## src/rtl/irq_status_pkg.sv

```systemverilog
package irq_status_pkg;
    localparam int ADDR_W = 12;
    localparam int DATA_W = 32;
    localparam int HASH_W = 4;
    localparam int DMA_W  = 9;

    // Implemented bits, plus done and error groupings, for each bank
    localparam logic [HASH_W-1:0] HASH_IMPL = 4'b1111;
    localparam logic [HASH_W-1:0] HASH_ERRS = 4'b1011;
    localparam logic [DMA_W-1:0]  DMA_IMPL  = 9'h1FD;
    localparam logic [DMA_W-1:0]  DMA_ERRS  = 9'h1FC;

    // Register byte offsets
    localparam logic [ADDR_W-1:0] OFS_HASH_STS = 12'h000;
    localparam logic [ADDR_W-1:0] OFS_HASH_EN  = 12'h004;
    localparam logic [ADDR_W-1:0] OFS_DMA_STS  = 12'h010;
    localparam logic [ADDR_W-1:0] OFS_DMA_EN   = 12'h014;
    localparam logic [ADDR_W-1:0] OFS_DMA_GATE = 12'h018;
endpackage

```

## src/rtl/sticky_bank.sv

```systemverilog
// sticky_bank: one bank made of a sticky status register and its enable register.
// Assumes: event inputs are single-cycle pulses; clr_we/en_we come from an
// address decode and are never high together. Bits outside IMPL are tied to 0.
module sticky_bank #(
    parameter int W = 4,
    parameter logic [W-1:0] IMPL = '1
) (
    input  logic         clk,
    input  logic         rst_n,
    input  logic [W-1:0] evt,
    input  logic         clr_we,
    input  logic         en_we,
    input  logic [W-1:0] wdata,
    output logic [W-1:0] status,
    output logic [W-1:0] enable
);
    logic [W-1:0] clr_bits;

    // Select the bits cleared this cycle
    always_comb clr_bits = clr_we ? wdata : '0;

    // Status update: clear the written ones, then OR in new events so an event wins
    always_ff @(posedge clk) begin
        if (!rst_n) status <= '0;
        else        status <= ((status & ~clr_bits) | evt) & IMPL;
    end

    // Enable register: stores the implemented bits on a write
    always_ff @(posedge clk) begin
        if (!rst_n)     enable <= '0;
        else if (en_we) enable <= wdata & IMPL;
    end

    assert_event_sets_R2: assert property (@(posedge clk) disable iff (!rst_n)
        (|(evt & IMPL)) |=> ((status & $past(evt & IMPL)) == $past(evt & IMPL)));
    assert_event_wins_R5: assert property (@(posedge clk) disable iff (!rst_n)
        (clr_we && (|(evt & wdata & IMPL))) |=>
        ((status & $past(evt & wdata & IMPL)) != '0));
    assert_clear_w1c_R4: assert property (@(posedge clk) disable iff (!rst_n)
        (clr_we && evt == '0) |=> ((status & $past(wdata)) == '0));
    assert_sticky_R4: assert property (@(posedge clk) disable iff (!rst_n)
        (!clr_we) |=> ((status & $past(status)) == $past(status)));
    assert_enable_store_R6: assert property (@(posedge clk) disable iff (!rst_n)
        en_we |=> (enable == $past(wdata & IMPL)));
endmodule

```

## src/rtl/irq_merge.sv

```systemverilog
// irq_merge: merges the enabled pending bits of both banks into two outputs.
// Assumes: the gate acts only on the interrupt line, never on the error summary.
module irq_merge #(
    parameter int HW = 4,
    parameter int DW = 9,
    parameter logic [HW-1:0] H_ERR = '1,
    parameter logic [DW-1:0] D_ERR = '1
) (
    input  logic [HW-1:0] h_sts,
    input  logic [HW-1:0] h_en,
    input  logic [DW-1:0] d_sts,
    input  logic [DW-1:0] d_en,
    input  logic          d_gate,
    output logic          irq,
    output logic          irq_err
);
    logic [HW-1:0] h_act;
    logic [DW-1:0] d_act;

    // Pending and enabled causes for each bank
    always_comb begin
        h_act = h_sts & h_en;
        d_act = d_sts & d_en;
    end

    // Output combine: the DMA bank passes through its gate
    always_comb begin
        irq     = (|h_act) | ((|d_act) & d_gate);
        irq_err = (|(h_act & H_ERR)) | (|(d_act & D_ERR));
    end
endmodule

```

## src/rtl/irq_status_ctrl.sv

```systemverilog
// irq_status_ctrl: top level. Decodes register writes into the two banks and
// the DMA gate, multiplexes read data, and merges the interrupt outputs.
// Assumes: a single-cycle write strobe and a combinational read.
module irq_status_ctrl
    import irq_status_pkg::*;
(
    input  logic              clk,
    input  logic              rst_n,
    input  logic              reg_we,
    input  logic [ADDR_W-1:0] reg_addr,
    input  logic [DATA_W-1:0] reg_wdata,
    output logic [DATA_W-1:0] reg_rdata,
    input  logic [HASH_W-1:0] hash_evt,
    input  logic [DMA_W-1:0]  dma_evt,
    output logic              irq,
    output logic              irq_err
);
    logic [HASH_W-1:0] h_sts, h_en;
    logic [DMA_W-1:0]  d_sts, d_en;
    logic              d_gate;
    logic              we_hs, we_he, we_ds, we_de, we_dg;

    // Address decode for writes
    always_comb begin
        we_hs = reg_we && (reg_addr == OFS_HASH_STS);
        we_he = reg_we && (reg_addr == OFS_HASH_EN);
        we_ds = reg_we && (reg_addr == OFS_DMA_STS);
        we_de = reg_we && (reg_addr == OFS_DMA_EN);
        we_dg = reg_we && (reg_addr == OFS_DMA_GATE);
    end

    sticky_bank #(.W(HASH_W), .IMPL(HASH_IMPL)) u_hash (
        .clk(clk), .rst_n(rst_n), .evt(hash_evt), .clr_we(we_hs), .en_we(we_he),
        .wdata(reg_wdata[HASH_W-1:0]), .status(h_sts), .enable(h_en)
    );

    sticky_bank #(.W(DMA_W), .IMPL(DMA_IMPL)) u_dma (
        .clk(clk), .rst_n(rst_n), .evt(dma_evt), .clr_we(we_ds), .en_we(we_de),
        .wdata(reg_wdata[DMA_W-1:0]), .status(d_sts), .enable(d_en)
    );

    // DMA gate register: a single stored bit
    always_ff @(posedge clk) begin
        if (!rst_n)     d_gate <= 1'b0;
        else if (we_dg) d_gate <= reg_wdata[0];
    end

    // Read multiplexer; unmapped addresses return zero
    always_comb begin
        case (reg_addr)
            OFS_HASH_STS: reg_rdata = DATA_W'(h_sts);
            OFS_HASH_EN:  reg_rdata = DATA_W'(h_en);
            OFS_DMA_STS:  reg_rdata = DATA_W'(d_sts);
            OFS_DMA_EN:   reg_rdata = DATA_W'(d_en);
            OFS_DMA_GATE: reg_rdata = DATA_W'(d_gate);
            default:      reg_rdata = '0;
        endcase
    end

    irq_merge #(.HW(HASH_W), .DW(DMA_W), .H_ERR(HASH_ERRS), .D_ERR(DMA_ERRS)) u_merge (
        .h_sts(h_sts), .h_en(h_en), .d_sts(d_sts), .d_en(d_en), .d_gate(d_gate),
        .irq(irq), .irq_err(irq_err)
    );

    assert_gate_blocks_R7: assert property (@(posedge clk) disable iff (!rst_n)
        (!d_gate && (h_sts & h_en) == '0) |-> !irq);
    assert_zero_enable_quiet_R6: assert property (@(posedge clk) disable iff (!rst_n)
        (h_en == '0 && d_en == '0) |-> (!irq && !irq_err));
    assert_dma_bit1_R3: assert property (@(posedge clk) disable iff (!rst_n)
        dma_evt[1] |=> !d_sts[1]);
    assert_err_needs_pending_R8: assert property (@(posedge clk) disable iff (!rst_n)
        irq_err |-> irq || !d_gate);
endmodule

```

## config.mk

```make
export PLATFORM = sky130hd
export DESIGN_NAME = irq_status_ctrl
export DESIGN_NICKNAME = d
export VERILOG_FILES = /design/src/rtl/irq_status_pkg.sv /design/src/rtl/sticky_bank.sv /design/src/rtl/irq_merge.sv /design/src/rtl/irq_status_ctrl.sv
export SDC_FILE = /design/constraint.sdc
export NUM_CORES = 1
export LEC_CHECK = 0
export BUFFER_PORTS_ARGS = -buffer_cell sky130_fd_sc_hd__buf_4
export CAP_MARGIN = 20
export CORE_ASPECT_RATIO = 0.5
export CORE_MARGIN = 2
export CORE_UTILIZATION = 39
export DETAILED_ROUTE_END_ITERATION = 12
export PLACE_DENSITY = 0.77
export SLEW_MARGIN = 40
export SYNTH_ARGS = -nofsm -noshare
export SYNTH_HDL_FRONTEND = slang
export SYNTH_SLANG_ARGS = --single-unit
```

## constraint.sdc

```tcl
create_clock -name clk -period 2.2 [get_ports clk]
set_input_delay 0.44 -clock clk [delete_from_list [all_inputs] [get_ports clk]]
set_output_delay 0.44 -clock clk [all_outputs]
set_load 0.1 [all_outputs]
```

Yosys cells after proc, flatten, opt, wreduce, memory -nomap -nowiden. Index checks and enable logic that the tools add are counted.

Register bits after elaboration: 26. Output and inout bits: 34. Word-level logic and storage cells: 34.

Bitwise operators: 11. Equality and inequality tests: 4. Reduce and logical (&&, ||, !) cells: 10. Multiplexer cells: 3.

Operators by type and width (count): $pmux W9 S5 (1); $eq A12 B5 Y1 const B (3); $and A9 B9 Y9 (2); $eq A12 B3 Y1 const B (1); $logic_not A12 Y1 (1); $mux W9 (1); $not A9 Y9 (1); $or A9 B9 Y9 (1); $reduce_or A9 Y1 (1); $and A4 B4 Y4 (2); $reduce_or A7 Y1 (1); $logic_and A1 B1 Y1 (5); $mux W4 (1); $not A4 Y4 (1); $or A4 B4 Y4 (1); $reduce_or A4 Y1 (1); $reduce_or A3 Y1 (1); $or A1 B1 Y1 (2); $and A1 B1 Y1 (1).

Logic depth before layout (Yosys ltp). Gate-level depths: netlist of the first run.

Word-level depth: 6. Depth in mapped cells: 4. Mapped depth without buffers: 3.

Modules after synthesis. Synthesis of the first run repeated with hierarchy kept, for this count alone.

Cells, all modules: 169. Area total of the unflattened synthesis: 1584.0 um^2.

By module, submodules not included: sticky_bank at u_dma (sequential area each 320.3 um^2, area an instance 636.9 um^2, instances 1, cells each 62); irq_status_ctrl (sequential area each 20.0 um^2, area an instance 581.8 um^2, instances 1, cells each 69); sticky_bank at u_hash (sequential area each 160.2 um^2, area an instance 296.5 um^2, instances 1, cells each 29); irq_merge (sequential area each 0.0 um^2, area an instance 68.8 um^2, instances 1, cells each 9).

Worst setup path before layout of the first run. OpenSTA, ideal clock, no wires.

Kind: input to output. Start: input port reg_addr[7]. End: output port reg_rdata[2]. Path slack: -1968 ps. Arrival: 3728 ps. Cell stages on the path: 4. Cell sequence: or4_4 > buf_6 > or3_1 > nor3b_1.

Cells in the longest elaborated chain, start to end: 2. Elaborated cells between the ends (all ways): 6.

Ends and longest elaborated chain: from (decl) (line irq_status_ctrl.sv:10) `input logic [ADDR_W-1:0] reg_addr,`; $eq A12 B5 Y1, or another cell as far along (line irq_status_ctrl.sv:50) `case (reg_addr)`; $pmux W9 S5 (*) (line irq_status_ctrl.sv:50); to (decl) (line irq_status_ctrl.sv:12) `output logic [DATA_W-1:0] reg_rdata,`.

Every way passes the cells marked *; elsewhere a longest branch is shown, timed or not.

Worst setup path after layout of the first run.
Start: input port reg_addr[10]. End: output port reg_rdata[3].

The elaborated chain is that of the path after synthesis.

==> out/metrics.cfg, run 1 <==
[status]
status=finished, violations left
violations=negative setup slack

[clocking]
clock-sinks=25
clk_latency_ns=0.27
ctsLongestPathBuffers=2
cts_tree=done
numCtsBuffers=3
htreeDepth=1
ctsHoldBuffers=0
cts_root_buf=clkbuf_8
path_clk_slew_ns=0.08

[grt]
grt_max_degree=35
grt_use_total=0.164
antenna_found_initial=0
first_global_vias=1139
grt_pass1_wl_um=5470
overflow=0

[worst_setup_path]
crit_arrival_ns=2.05
crit_chain=buf_6 -> or4_4 -> buf_6 -> or3_4 -> nor3b_4 -> buf_12
max_stage_delay_ns=0.53
cp_max_fo=4
crit_path_frequent_cell=buf_6
crit_type=input port to output pin
crit_required_ns=1.76
critPathLaunchType=input port
crit_path_end_kind=output pin
worst-r2r-setup-slack_ns=1.50
cp_slowest_cell=or4_4

[power]
report.power.total_uw=1060
powerDensity_nw_per_um2=492
leakage_uw=0.000929
peakVddDrop_mv=0.210

[synthesis]
yosysWarnings=0
ys_ff_latch=25
synth_cell_type_count=33
synth-seq-area-share=0.327
synth_cells=176
avgSynthCellArea_um2=8.69
synth_area_um2=1530

[detailed_routing]
drtIter0Drc=74
drc_errors=0
wl_um=3720
wl_per_cell_um=13.3
drtPass1Iterations=6
vias=1392
postRouteAntennaNets=0
routed_via_density=4.97

[die]
fp-row-count=16
start_util=0.400
fp.dieW_um=92.6
coreArea_um2=3820
ios=94
die-area_um2=4470
die_y_um=48.3

[layout]
regArea_um2=500
fin_area_um2=2150
final_common_cell=buf_4
drive_gt1_frac=0.350
fin_nets=287
syn_to_final_growth_pct=40.8
multi_input_area_um2=937
insertedDiodeCount=0
n_fill_cell=320
final_cell_mix=buf_4, nand2_1, dfxtp_1

[sta]
finalHoldViolCount=0
setup_viol=9
setup_slack_ns=-0.286
final_max_slew_viol_count=0
rsz0062_at_grt=true
skew_ns=0
fmax_mhz=402
min_period_over_period=1.13
min_period_ns=2.49
setup_tns_ns=-2.49

[worst_hold_path]
worst_hold_path_type=input port to flip-flop

[place]
port_buffers=46
gp_congestion=0.752
placed_area_um2=1980
hpwl_um=2770

[job]
cap_viol_max_count=0

through the flow:
stage               hold slack [ns]  std cells  setup WS, ns   util
floorplan                     0.444        198        -0.634      -
finish                        0.352        280        -0.286  0.563
detailed placement            0.467        276        -0.402  0.517
global route                  0.347        280        -0.321  0.563
CTS                           0.351        280        -0.318  0.562
global placement              0.453        276        -0.397  0.517
metal layers:
layer  global-route usage  wire length, µm  vias to the layer above
met4               0.0746               48                        0
li1                     -                -                      678
met2                0.291             1820                       58
met1                0.200             1620                      651
met5                    0                0                        -
met3               0.0417              229                        5
final timing paths:
| kind | from | end | cells after the start |
|---|---|---|---|
| setup reg to reg | u_hash.status[3] | u_hash.status[3] | 2 |
| hold / removal | reg_wdata[1] | u_hash.status[1] | 2 |
| setup / recovery | reg_addr[10] | reg_rdata[3] | 6 |
| hold reg to reg | u_hash.enable[3] | u_hash.enable[3] | 2 |
state kept, by name, summed over array words and instances, names as in the netlist:
register and cells:
d_gate 1, u_dma.enable 8, u_dma.status 8, u_hash.enable 4, u_hash.status 4
worst max-delay path, delay by kind of cell:
kind                   cells  cell delay [ns]
and+or+nand+nor            3             1.18
buffers and inverters      3             0.42
cell usage after synthesis:
library cell	instances	share of area
dfxtp_1	25	0.33
nand2_1	25	0.061
buf_4	23	0.11
mux2i_1	21	0.14
a31oi_1	12	0.049
inv_1	12	0.029
o21ai_0	12	0.039
clkbuf_1	6	0.015
nor2_1	5	0.012
nand4b_1	3	0.017
a222oi_1	2	0.013
a22oi_1	2	0.0098
mux4_2	2	0.029
nand4_1	2	0.0082
nor3b_1	2	0.0098
nor4_1	2	0.0082
nor4_4	2	0.028
or4_1	2	0.0098
or4bb_1	2	0.015
a21o_1	1	0.0049
buf_1	1	0.0025
buf_2	1	0.0033
buf_6	1	0.0074
conb_1	1	0.0025
nand2b_1	1	0.0041
nor2b_1	1	0.0041
nor3_1	1	0.0033
nor4_2	1	0.0082
o221ai_1	1	0.0057
or2_2	1	0.0041
or3_1	1	0.0041
or4_4	1	0.0074
or4b_2	1	0.0065
cells by family after synthesis:
| family | after synthesis | share of synthesized area |
|---|---|---|
| flops | 25 | 0.327 |
| compound gates | 30 | 0.122 |
| mux | 23 | 0.167 |
| buf+inv | 44 | 0.170 |
| other cells | 1 | 0.00245 |
| simple gates | 53 | 0.211 |
power breakdown:
part	total, µW	internal (µW)	switching, µW	leakage (µW)
registers	481	468	13.4	0.000205
clock network	271	130	141	0.0000228
logic	307	74.8	232	0.000701
total	1060	672	387	0.000929
timing repair:
item | in CTS | in global routing
gates cloned | 0 | 0
buffers inserted | 0 | 1
setup endpoints to repair | 9 | 10
resized for setup | 31 | 2
pin swaps | 4 | 4
final cells by class:
cell class | instances | share of cell area
well taps | 54 | 0.0314
flip-flops and latches | 25 | 0.233
inverters | 12 | 0.0209
repair buffers | 56 | 0.259
clock buffers | 4 | 0.0209
multi-input cells | 129 | 0.435
No activity file was read; power rests on OpenSTA's default activity.
==> run 2: changes to the inputs <==
--- a/config.mk
+++ b/config.mk
@@ -5,14 +5,15 @@
 export SDC_FILE = /design/constraint.sdc
 export NUM_CORES = 1
 export LEC_CHECK = 0
+export ABC_CLOCK_PERIOD_IN_PS = 2200
 export BUFFER_PORTS_ARGS = -buffer_cell sky130_fd_sc_hd__buf_4
-export CAP_MARGIN = 20
 export CORE_ASPECT_RATIO = 0.5
 export CORE_MARGIN = 2
 export CORE_UTILIZATION = 39
 export DETAILED_ROUTE_END_ITERATION = 12
-export PLACE_DENSITY = 0.77
+export PLACE_DENSITY = 0.76
 export SLEW_MARGIN = 40
 export SYNTH_ARGS = -nofsm -noshare
 export SYNTH_HDL_FRONTEND = slang
+export SYNTH_HIERARCHICAL = 1
 export SYNTH_SLANG_ARGS = --single-unit
==> run 2 against run 1 <==
  * The run now ends clean
  * Global-route usage is 0.42 points lower
  * Synthesized cell count fell by 4.0%
  * Worst hold slack better by 0.00077 ns
  * Clock power barely moved
  * Highest routed layer unchanged
==> out/metrics.cfg, run 2 <==
[clocking]
numCtsBuffers=3  ; unchanged
path_clk_slew_ns=0.08  ; about the same
clock-sinks=25  ; unchanged
ctsLongestPathBuffers=2  ; unchanged
cts_setup_buffers=0  ; unchanged
cts_root_buf=clkbuf_8
cts_tree=done
ctsHoldBuffers=0  ; unchanged
htreeDepth=1  ; unchanged
clk_latency_ns=0.27  ; about the same

[synthesis]
synth_cell_type_count=30  ; -9.1%
yosysWarnings=6  ; +6
avgSynthCellArea_um2=9.37  ; +7.9%
synthTopCellsByArea=dfxtp_1, mux2i_1, buf_4, nor2b_1, mux4_2
synth_cells=169  ; -4.0%
synth-seq-area-share=0.316  ; -0.0114
synthArstFlopShare=0  ; unchanged
yosysMostFrequentCell=buf_4
ys_ff_latch=25  ; unchanged
yosys.area.top_type=dfxtp_1
synthFlopType=dfxtp_1
netlist_top_cells_count=buf_4, dfxtp_1, mux2i_1
synth_area_um2=1580  ; +3.6%
synth_top_cell_area_share=0.316  ; -0.0114
synth_edf_count=0  ; unchanged

[layout]
final_common_cell=buf_4
drive_gt1_frac=0.349  ; -0.000720
insertedDiodeCount=0  ; unchanged
reg.largest.list=u_dma/enable (8), u_dma/status (8)
n_fill_cell=368  ; +15%
final_cell_mix=buf_4, conb_1, dfxtp_1
layout.cells.non_filler=269  ; -3.9%
multi_input_area_um2=912  ; -2.7%
utilization=0.508  ; -0.0545
regArea_um2=500  ; unchanged
syn_to_final_growth_pct=25.3
fin_nets=276  ; -3.8%

[power]
leakage_uw=0.000866  ; -6.8%
switching_power_uw=384  ; -0.96%
switching_share=0.364  ; -0.00184
p_int_uw=671  ; -0.17%
seq_power_share=0.456  ; +0.002
peakVddDrop_mv=0.227  ; +8.3%
power_frac_comb=0.289  ; about the same
clockPowerShare=0.255  ; about the same
powerDensity_nw_per_um2=531  ; +7.9%

[die]
coreArea_um2=3900  ; +2.1%
die-area_um2=4620  ; +3.4%
ios=94  ; unchanged
fp.dieW_um=94.1  ; +1.7%
die_y_um=49.1  ; +1.6%
start_util=0.406  ; +0.00590
fp-row-count=16  ; unchanged

[worst_setup_path]
crit_path_end_kind=output pin
crit_type=flip-flop to output pin
crit_arrival_ns=1.73  ; -0.32 ns
critPathLaunchType=flip-flop
crit_required_ns=1.76  ; about the same
cp_max_fo=3  ; -1

[sta]
rsz0062_at_grt=true
setup_viol=0  ; -9
fmax_mhz=460  ; +14%
min_period_over_period=0.987  ; -0.143
min_period_ns=2.17  ; -0.314 ns
finalHoldViolCount=0  ; unchanged
final_max_slew_viol_count=0  ; unchanged
skew_ns=0  ; unchanged

[grt]
grt_pass1_wl_um=5810  ; +6.2%
overflow=0  ; unchanged
grt_use_total=0.160  ; -0.00418
grt_max_degree=27  ; -23%
first_global_vias=1221  ; +7.2%
antenna_found_initial=0  ; unchanged

[place]
gp_congestion=0.760  ; +1.1%
port_buffers=46  ; unchanged
place_inst=265  ; -4.0%
hpwl_um=2760  ; -0.26%

[detailed_routing]
routed_via_density=4.83  ; -2.8%
drc_errors=0  ; unchanged
drtIter0Drc=50  ; -32%
wl_um=3510  ; -5.5%
postRouteAntennaNets=0  ; unchanged
vias=1300  ; -6.6%
drtPass1Iterations=4  ; -2
wl_per_cell_um=13.1  ; -1.6%

[job]
cap_viol_max_count=0  ; unchanged

[status]
status=complete, no violations

[worst_hold_path]
worst_hold_path_type=input port to flip-flop

run 2: critical path, cell delays in order (launching register included):
cell,delay (ns)
dfxtp_1,0.33
a222oi_1,0.45
nand4_1,0.15
a221o_1,0.35
buf_8,0.18
run 2: path summary, 6_finish.rpt:
path | from | end | slack, ns | cells past startpoint
min | reg_wdata[8] | u_dma/status[8] | 0.35 | 2
max reg2reg | u_hash/status[0] | u_hash/status[0] | 1.49 | 2
min reg2reg | d_gate | d_gate | 0.50 | 2
max | u_dma/status[6] | irq | 0.03 | 4
run 2: kinds of logic after synthesis:
| kind of cell | after synthesis | synth area share |
|---|---|---|
| AOI/OAI and AO/OA | 33 | 0.145 |
| buffers and inverters | 47 | 0.194 |
| DFF | 25 | 0.316 |
| muxes | 23 | 0.169 |
| other | 2 | 0.00474 |
| and+or+nand+nor | 39 | 0.171 |
run 2: final cells by class:
cell class                      instances  share of cell area
Multi-Input combinational cell        120               0.460
Clock buffer                            3              0.0208
Sequential cell                        25               0.252
Inverter                               14              0.0265
Timing Repair Buffer                   52               0.204
Tap cell                               54              0.0340
Clock inverter                          1             0.00252
run 2: power by group through the flow:
stage	sequential [µW]	combinational, µW	clock (µW)
after floorplan	487	273	0
after global placement	490	300	0
after detailed placement	491	304	0
after CTS	481	305	276
after global routing	483	322	301
final	481	305	269
run 2: timing repair:
item                       CTS  global route
pin swaps                    3             2
gates resized for setup      2             2
setup endpoints to repair    1             3
gates cloned                 0             0
run 2: per-stage QoR:
stage	area [µm²]	total power (µW)	hold slack [ns]	setup WS, ns	setup TNS (ns)
3_5_place_dp	1920	796	0.488	0.0518	0
4_1_cts	1980	1060	0.351	0.0104	0
5_1_grt	1980	1110	0.339	-0.0261	-0.0382
2_1_floorplan	1720	760	0.451	-0.211	-1.66
3_3_place_gp	1920	790	0.482	0.111	0
6_report	1980	1050	0.353	0.0284	0
run 2: routing by layer:
layer / wire [µm] / vias up / global-route usage
li1: - / 638 / -
met1: 1550 / 617 / 0.192
met2: 1780 / 43 / 0.282
met3: 165 / 2 / 0.0417
met4: 16 / 0 / 0.0483
met5: 0 / - / 0
==> run 3: changes to the inputs <==
--- a/config.mk
+++ b/config.mk
@@ -5,13 +5,13 @@
 export SDC_FILE = /design/constraint.sdc
 export NUM_CORES = 1
 export LEC_CHECK = 0
-export ABC_CLOCK_PERIOD_IN_PS = 2200
+export ABC_CLOCK_PERIOD_IN_PS = 2400
 export BUFFER_PORTS_ARGS = -buffer_cell sky130_fd_sc_hd__buf_4
 export CORE_ASPECT_RATIO = 0.5
 export CORE_MARGIN = 2
-export CORE_UTILIZATION = 39
+export CORE_UTILIZATION = 43
 export DETAILED_ROUTE_END_ITERATION = 12
-export PLACE_DENSITY = 0.76
+export PLACE_DENSITY = 0.79
 export SLEW_MARGIN = 40
 export SYNTH_ARGS = -nofsm -noshare
 export SYNTH_HDL_FRONTEND = slang
==> constraint.sdc (replaced) <==
create_clock -name clk -period 2.4 [get_ports clk]
set_input_delay 0.48 -clock clk [delete_from_list [all_inputs] [get_ports clk]]
set_output_delay 0.48 -clock clk [all_outputs]
set_load 0.1 [all_outputs]
==> run 3 against run 2 <==
  * First-iteration DRC count decreased by 8.0%
  * Setup slack better by 0.12 ns
  * Sequential cell count did not move
  * Highest routed layer unchanged
  * Critical endpoint is now reg_rdata[2]
==> out/metrics.cfg, run 3 (same netlist as run 2, synthesis figures left out) <==
[detailed_routing]
drtIter0Drc=46  ; -8.0%
drc_errors=0  ; unchanged
routed_via_density=5.00  ; +3.5%
drtPass1Iterations=4  ; unchanged
wl_um=3530  ; +0.37%
vias=1315  ; +1.2%
postRouteAntennaNets=0  ; unchanged
wl_per_cell_um=13.4  ; +2.7%

[die]
fp.dieW_um=89.8  ; -4.6%
ios=94  ; unchanged
fp-row-count=15  ; -1
coreArea_um2=3470  ; -11%
start_util=0.456  ; +0.0504
die_y_um=46.9  ; -4.4%
die-area_um2=4210  ; -8.7%

[power]
leakage_uw=0.000831  ; -4.1%
peakVddDrop_mv=0.270  ; +19%
powerDensity_nw_per_um2=501  ; -5.6%

[worst_setup_path]
crit_chain=buf_4 -> nor4_4 -> nand3b_1 -> nor3b_4 -> buf_4
critPathLaunchType=input port
max_stage_delay_ns=0.34  ; -0.11 ns
crit_required_ns=1.92  ; +0.16 ns
crit_type=input port to output pin
crit_path_end_kind=output pin
cp_max_fo=4  ; +1
crit_arrival_ns=1.77  ; +0.04 ns
crit_path_frequent_cell=buf_4
cp_slowest_cell=nor4_4

[layout]
fin_area_um2=1920  ; -3.4%
final_common_cell=buf_4
reg.largest.list=u_dma/enable (8), u_dma/status (8)
drive_gt1_frac=0.311  ; -0.0375
fin_nets=273  ; -1.1%
insertedDiodeCount=0  ; unchanged
layout.cells.non_filler=263  ; -2.2%
syn_to_final_growth_pct=21.0
final_cell_mix=buf_4, conb_1, dfxtp_1

[grt]
overflow=0  ; unchanged
antenna_found_initial=0  ; unchanged
grt_use_total=0.167  ; +0.00726
first_global_vias=1269  ; +3.9%
grt_pass1_wl_um=5610  ; -3.4%
grt_max_degree=27  ; unchanged

[sta]
fmax_mhz=444
setup_viol=0  ; unchanged
slew_headroom=0.630
min_period_over_period=0.938
final_max_slew_viol_count=0  ; unchanged
hold_slack_ns=0.401  ; +0.0485 ns
skew_ns=0  ; unchanged
setup_slack_ns=0.148  ; +0.120 ns
finalHoldViolCount=0  ; unchanged
min_period_ns=2.25
setup_tns_ns=0  ; unchanged
worst_pin_slew_ns=0.551
rsz0062_at_grt=false

[place]
placed_area_um2=1860  ; -3.1%
gp_congestion=0.791  ; +4.1%
hpwl_um=2780  ; +0.88%
pre_cts_slack_ns=0.126  ; +0.0746 ns
port_buffers=46  ; unchanged
place_inst=258  ; -2.6%

[clocking]
cts_tree=done
ctsHoldBuffers=0  ; unchanged
clock-sinks=25  ; unchanged
ctsLongestPathBuffers=2  ; unchanged
path_clk_slew_ns=0.08  ; about the same
cts_root_buf=clkbuf_8
numCtsBuffers=3  ; unchanged
clk_latency_ns=0.26  ; about the same
htreeDepth=1  ; unchanged

[status]
status=complete, no violations

[worst_hold_path]
worst_hold_path_type=input port to flip-flop

[job]
cap_viol_max_count=0  ; unchanged

-- run 3: cell types whose count changed in the layout (fill, tap and decap cells not counted), sizes merged --
cell    previous run  this run
buf               52        49
clkbuf             3         4
clkinv             1         0
-- run 3: cell type report --
type	count	area [µm²]
Multi-Input combinational cell	120	887
Sequential cell	25	500
Tap cell	51	63.8
Inverter	14	52.6
Clock buffer	4	45.0
Timing Repair Buffer	49	368
Fill cell	326	1560
-- run 3: final timing paths --
kind	cells past startpoint	startpoint	end	slack, ns
hold reg to reg	2	d_gate	d_gate	0.51
setup / recovery	5	reg_addr[9]	reg_rdata[2]	0.15
hold / removal	2	reg_wdata[6]	u_dma/status[6]	0.40
setup reg to reg	2	u_hash/status[1]	u_hash/status[1]	1.70
-- run 3: where the power goes --
part	switching (µW)	internal [µW]	leakage (µW)	total [µW]
logic	209	69.1	0.000602	278
registers	12.2	429	0.000205	441
clock network	123	118	0.0000228	242
total	345	616	0.000831	961
-- run 3: critical path, delay by kind of cell --
family	cells	cell delay [ns]
simple gates	3	0.86
buf+inv	2	0.43
-- run 3: routing by layer --
| layer | GRT usage | wire length, µm |
|---|---|---|
| met2 | 0.309 | 1690 |
| met5 | 0 | 0 |
| met3 | 0.0417 | 234 |
| met1 | 0.207 | 1580 |
| met4 | 0.0431 | 18 |
-- run 3: per-stage QoR --
| stage | total power, µW | utilization |
|---|---|---|
| after floorplan | 694 | - |
| after global placement | 722 | 0.537 |
| after detailed placement | 728 | 0.537 |
| after CTS | 969 | 0.550 |
| after global routing | 998 | 0.552 |
| final | 961 | 0.552 |
-- run 3: repair_timing --
item | in CTS | in global routing
gates resized for setup | 0 | 0
buffers inserted | 0 | 1
setup endpoints to repair | 0 | 2
